===== config.mk =====
export PLATFORM = sky130hd
export DESIGN_NAME = arm_refresh_wdt
export DESIGN_NICKNAME = d
export VERILOG_FILES = /design/src/rtl/wdt_pkg.sv /design/src/rtl/wdt_ctrl.sv /design/src/rtl/wdt_datapath.sv /design/src/rtl/arm_refresh_wdt.sv
export SDC_FILE = /design/constraint.sdc
export NUM_CORES = 1
export LEC_CHECK = 0
export ABC_AREA = 1
export BUFFER_PORTS_ARGS = -buffer_cell sky130_fd_sc_hd__clkbuf_2
export CELL_PAD_IN_SITES_DETAIL_PLACEMENT = 0
export CELL_PAD_IN_SITES_GLOBAL_PLACEMENT = 1
export CORE_MARGIN = 4
export CORE_UTILIZATION = 38
export DETAILED_ROUTE_END_ITERATION = 7
export GPL_TIMING_DRIVEN = 0
export PLACE_DENSITY_LB_ADDON = 0.1
export SETUP_SLACK_MARGIN = 0.02
export SLEW_MARGIN = 20
export SYNTH_ARGS = -nofsm -noshare
export SYNTH_HDL_FRONTEND = slang
export SYNTH_HIERARCHICAL = 1
export SYNTH_SLANG_ARGS = --single-unit
export TNS_END_PERCENT = 1

===== constraint.sdc =====
create_clock -name clk -period 1.7 [get_ports clk]
set_input_delay 0 -clock clk [delete_from_list [all_inputs] [get_ports clk]]
set_output_delay 0 -clock clk [all_outputs]
set_load 0.02 [all_outputs]

===== src/rtl/wdt_pkg.sv =====
package wdt_pkg;
  localparam int ARM_BIT = 0;
  localparam int REF_BIT = 1;
  localparam int CLR_BIT = 2;

  typedef struct packed {
    logic load;
    logic dec;
    logic setOvf;
    logic clrOvf;
    logic wrRel;
  } wdt_strobe_t;
endpackage


===== src/rtl/wdt_ctrl.sv =====
module wdt_ctrl
  import wdt_pkg::*;
#(
  parameter int CLR_DLY  = 12,
  parameter int RST_HOLD = 24
) (
  input  logic        clk,
  input  logic        rst_n,
  input  logic        wrEn,
  input  logic        wrAddr,
  input  logic [2:0]  ctlBits,
  input  logic        cntZero,
  output wdt_strobe_t stb,
  output logic        rstReq,
  output logic        refBusy
);
  localparam int RC_W = $clog2(CLR_DLY + 1);
  localparam int HC_W = $clog2(RST_HOLD + 1);

  logic            armed;
  logic [RC_W-1:0] refCnt;
  logic [HC_W-1:0] holdCnt;
  logic            ctrlWr, refWr, doRefresh, expire, release_w;

  assign ctrlWr    = wrEn && !wrAddr;
  assign refWr     = ctrlWr && ctlBits[REF_BIT];
  assign doRefresh = refWr && armed && !rstReq;
  assign expire    = !rstReq && cntZero && !doRefresh;
  assign release_w = rstReq && (holdCnt == HC_W'(1));

  always_comb begin
    stb.load   = doRefresh || release_w;
    stb.dec    = !rstReq && !cntZero && !doRefresh;
    stb.setOvf = expire;
    stb.clrOvf = ctrlWr && ctlBits[CLR_BIT];
    stb.wrRel  = wrEn && wrAddr;
  end

  always_ff @(posedge clk or negedge rst_n) begin
    if (!rst_n) armed <= 1'b0;
    else if (wrEn) armed <= ctrlWr && ctlBits[ARM_BIT] && !ctlBits[REF_BIT];
  end

  always_ff @(posedge clk or negedge rst_n) begin
    if (!rst_n) refCnt <= '0;
    else if (refWr) refCnt <= RC_W'(CLR_DLY);
    else if (refCnt != '0) refCnt <= refCnt - RC_W'(1);
  end
  assign refBusy = (refCnt != '0);

  always_ff @(posedge clk or negedge rst_n) begin
    if (!rst_n) begin
      rstReq  <= 1'b0;
      holdCnt <= '0;
    end else if (expire) begin
      rstReq  <= 1'b1;
      holdCnt <= HC_W'(RST_HOLD);
    end else if (release_w) begin
      rstReq  <= 1'b0;
      holdCnt <= '0;
    end else if (rstReq) begin
      holdCnt <= holdCnt - HC_W'(1);
    end
  end
endmodule


===== src/rtl/wdt_datapath.sv =====
module wdt_datapath
  import wdt_pkg::*;
#(
  parameter int             CNT_W   = 16,
  parameter int             REL_W   = 7,
  parameter logic [REL_W-1:0] RST_REL = 7'd4
) (
  input  logic              clk,
  input  logic              rst_n,
  input  wdt_strobe_t       stb,
  input  logic [REL_W-1:0]  relData,
  output logic [CNT_W-1:0]  wdCount,
  output logic [REL_W-1:0]  relVal,
  output logic              ovfFlag,
  output logic              cntZero
);
  localparam int LOW_W = CNT_W - REL_W - 1;
  localparam logic [CNT_W-1:0] RST_CNT = {1'b0, RST_REL, {LOW_W{1'b0}}};

  logic [CNT_W-1:0] loadVal;
  assign loadVal = {1'b0, relVal, {LOW_W{1'b0}}};
  assign cntZero = (wdCount == '0);

  always_ff @(posedge clk or negedge rst_n) begin
    if (!rst_n) wdCount <= RST_CNT;
    else if (stb.load) wdCount <= loadVal;
    else if (stb.dec) wdCount <= wdCount - CNT_W'(1);
  end

  always_ff @(posedge clk or negedge rst_n) begin
    if (!rst_n) relVal <= RST_REL;
    else if (stb.wrRel) relVal <= relData;
  end

  always_ff @(posedge clk or negedge rst_n) begin
    if (!rst_n) ovfFlag <= 1'b0;
    else if (stb.setOvf) ovfFlag <= 1'b1;
    else if (stb.clrOvf) ovfFlag <= 1'b0;
  end
endmodule


===== src/rtl/arm_refresh_wdt.sv =====
module arm_refresh_wdt
  import wdt_pkg::*;
#(
  parameter int               CNT_W    = 16,
  parameter int               REL_W    = 7,
  parameter logic [REL_W-1:0] RST_REL  = 7'd4,
  parameter int               CLR_DLY  = 12,
  parameter int               RST_HOLD = 24
) (
  input  logic             clk,
  input  logic             rst_n,
  input  logic             wrEn,
  input  logic             wrAddr,
  input  logic [REL_W-1:0] wrData,
  output logic             rstReq,
  output logic             ovfFlag,
  output logic             refBusy,
  output logic [CNT_W-1:0] wdCount
);
  wdt_strobe_t      stb;
  logic             cntZero;
  logic [REL_W-1:0] relVal;

  wdt_ctrl #(.CLR_DLY(CLR_DLY), .RST_HOLD(RST_HOLD)) ctrl_i (
    .clk(clk), .rst_n(rst_n), .wrEn(wrEn), .wrAddr(wrAddr),
    .ctlBits(wrData[2:0]), .cntZero(cntZero), .stb(stb),
    .rstReq(rstReq), .refBusy(refBusy)
  );

  wdt_datapath #(.CNT_W(CNT_W), .REL_W(REL_W), .RST_REL(RST_REL)) dp_i (
    .clk(clk), .rst_n(rst_n), .stb(stb), .relData(wrData),
    .wdCount(wdCount), .relVal(relVal), .ovfFlag(ovfFlag), .cntZero(cntZero)
  );
endmodule


==> impl_metrics.csv <==
group,metric,value,unit
grt,grt_start_max_net_pins,36,
drt,drtAntennaViolNets,0,
drt,num_vias,1754,
synth,syn-num-nets,269,
sta,finalHoldViolations,0,
power_and_ir_drop,netSwitchingFraction,45.0,%
synth,yosysUniqueCellTypes,36,
sta,rsz0062_at_grt,"true",
worst_setup_path,arrival,1.98,ns
clocking,cts_tree,"built",
floorplan,dieHeight,82.2,um
clocking,clock_latency,0.28,ns
floorplan,boundaryPins,30,
finish,fill_cells,548,
finish,diodes,0,
sta,finalSetupViolations,14,
worst_setup_path,startpoint,"dp_i/wdCount[1]$_DFFE_PN0P_",
run,drv_cap,0,
synth,netlist_area,2090,sq um
drt,drcViolationCount,0,
synth,synth_edf_count,0,
power_and_ir_drop,power_density,1430,nW/um^2
drt,first_pass_iters,4,
grt,track_usage,15.8,%
power_and_ir_drop,ir_worst_vdd,0.000857,V
drt,wl_per_cell,12.3,um
sta,worstMarginPinSlew,0.890,ns
sta,drv_slew,0,
power_and_ir_drop,clkPwrFrac,15.9,%
synth,synth_area_per_cell,8.26,sq um
sta,timing.final.crit_period,1.81,ns
synth,async_reset_ff_share,100,%
sta,setup_ws,-0.112,ns
sta,clock.fmax,552,MHz
sta,tns,-1.00,ns
placed_design,place.gp.congestion,0.781,
floorplan,start_util,40.1,%
power_and_ir_drop,p_int,2.05,mW
finish,regArea,883,sq um
placed_design,dp_hpwl,3.29,mm
floorplan,std_cell_rows,26,
drt,wirelength,4.59,mm
worst_setup_path,path_cells,"inv_2 -> ha_4 -> nand3_4 -> nor2_8 -> nand3_4 -> nor3_2 -> inv_1 -> nand3_2 -> inv_2 -> nor2_4 -> nor2_4 -> o21ai_1 -> a21oi_1",
clocking,numCtsBuffers,5,
drt,drt_iter0_drc,79,
finish,final_cell_mix,"nand2_1 (61), inv_1 (29), dfrtp_1 (29), clkbuf_2 (29), nand3_1 (24)",
placed_design,dp.cells,352,
grt,grt-ovfl-total,0,
grt,antenna_found_initial,0,
worst_setup_path,rr_startpoint,"dp_i/wdCount[1]$_DFFE_PN0P_",
finish,layout_commonest_cell,"nand2_1",
worst_setup_path,critical_path_class,"register to register",
outcome,outcome,"complete, but fails checks",
floorplan,dieArea,6750,sq um
sta,period_share,107,%
worst_setup_path,path_max_fanout,6,
hold_path,hold_start,"wrData[1]",
synth,synth_seq_area_share,42.0,%
finish,design_area,2610,sq um
clocking,path_clk_slew,0.07,ns
finish,finalNonFillerCells,374,
floorplan,coreArea,5200,sq um
synth,synth-main-ff-cell,"dfrtp_1",
finish,multi_input_area,1100,sq um
finish,syn_to_final_growth,24.7,%
clocking,cts-root-buf,"clkbuf_8",
clocking,clk_path_buf_depth,2,
hold_path,hold_class,"primary input to register",
clocking,cts_num_sinks,35,
grt,grt_pass1_wl,7.96,mm
drt,vias_per_cell,4.69,
finish,nets,319,
sta,slew_headroom,40.7,%
grt,grt_pass1_vias,1685,
synth,ys_seq_elements,35,
power_and_ir_drop,p_seq_share,39.8,%
worst_setup_path,critical_path_required,1.87,ns
synth,yosys_warnings,6,
sta,hold_ws,0.0223,ns
sta,skew,0.00408,ns
clocking,cts-htree-levels,2,
worst_setup_path,crit_path_end_kind,"register",
placed_design,placed_cell_area,2340,sq um
worst_setup_path,crit_slowest_cell,"dfrtp_2",
floorplan,die_x,82.2,um
finish,final_util,50.1,%
power_and_ir_drop,p_sw,1.68,mW
power_and_ir_drop,power_frac_comb,44.3,%
synth,syn-instance-count,253,
worst_setup_path,slowest_delay,0.42,ns
outcome,failed_checks,"negative setup slack",
placed_design,port_buffers,29,
power_and_ir_drop,power_leakage,1.34,nW
finish,drive_above_1_share,33.9,%
worst_setup_path,worstSetupStartpointType,"register",
==> timing repair <==
item / in CTS / in global routing
pin swaps: 9 / 0
buffers inserted: 6 / 0
endpoints found under the hold margin: 40 / 0
hold buffers: 8 / 0
endpoints found under the setup margin: 23 / 22
gates resized for setup: 14 / 1
==> power groups by stage <==
stage | Sequential [mW] | Combinational [mW] | Clock, mW
2_1_floorplan | 1.61 | 1.01 | 0
3_3_place_gp | 1.47 | 1.57 | 0
3_5_place_dp | 1.47 | 1.59 | 0
4_1_cts | 1.48 | 1.67 | 0.621
5_1_grt | 1.53 | 1.88 | 0.661
6_report | 1.48 | 1.65 | 0.591
==> kinds of logic after synthesis <==
| kind of cell | synth area share (%) |
|---|---|
| xor+xnor | 0.838 |
| buf+inv | 8.26 |
| compound gates | 7.01 |
| simple gates | 34.6 |
| mux | 4.25 |
| fa+ha+maj | 2.99 |
| flops | 42.0 |
==> final timing paths <==
check | endpoint | slack [ns] | cells past startpoint
max | dp_i/wdCount[3]$_DFFE_PN0P_ | -0.11 | 13
min | dp_i/relVal[1]$_DFFE_PN0P_ | 0.02 | 2
max reg2reg | dp_i/wdCount[3]$_DFFE_PN0P_ | -0.11 | 13
min reg2reg | ctrl_i/refCnt[3]$_DFFE_PN0P_ | 0.51 | 2
max in group asynchronous | dp_i/wdCount[0]$_DFFE_PN0P_ | 0.73 | 2
min in group asynchronous | dp_i/wdCount[11]$_DFFE_PN0P_ | 0.37 | 2
==> worst max-delay path, delay by kind of cell (launching register included) <==
kind | cells | cell delay (ns)
AND/OR/NAND/NOR | 7 | 0.73
flip-flops | 1 | 0.42
buffers and inverters | 3 | 0.22
AO/OA/AOI/OAI | 2 | 0.17
adder cells (fa/ha/maj) | 1 | 0.14
==> through the flow <==
step / power [mW] / worst slack, ns
floorplan: 2.63 / -0.186
global placement: 3.03 / -0.373
detailed placement: 3.07 / -0.409
CTS: 3.78 / -0.126
global route: 4.08 / -0.268
finish: 3.72 / -0.112
==> synthesized netlist by cell type, types with 4 or more instances <==
cell type,number,area [sq um]
nand2_2,5,31.3
nor2_2,7,43.8
ha_1,5,62.6
inv_1,32,120
nand2_1,61,229
dfrtp_1,33,826
nor2_1,17,63.8
nor2_4,7,78.8
inv_2,6,22.5
a22oi_1,7,52.6
nand3_1,25,125
a21oi_1,9,45.0
o21ai_1,4,20.0
mux2_2,7,78.8
==> sequential cells by signal, indices dropped and copies added, names as in the netlist <==
signal,flops
dp_i/ovfFlag,1
ctrl_i/refCnt,4
ctrl_i/holdCnt,5
dp_i/relVal,7
dp_i/wdCount,16
ctrl_i/rstReq,1
ctrl_i/armed,1
==> layout make-up <==
type / instances / area share [%]
Timing Repair Buffer: 43 / 10.8
Inverter: 39 / 5.81
Sequential cell: 35 / 33.9
Multi-Input combinational cell: 176 / 42.1
Clock inverter: 1 / 0.192
Clock buffer: 7 / 2.93
Tap cell: 70 / 3.36
Buffer: 3 / 0.912
==> layer usage <==
layer / global-route usage [%] / up-vias / wire length [um]
met4: 5.48 / 0 / 67
met5: 0 / - / 0
met2: 25.6 / 26 / 2190
li1: - / 911 / -
met3: 3.80 / 6 / 181
met1: 20.5 / 811 / 2140
Note: power is estimated with default switching activity, not from simulation.
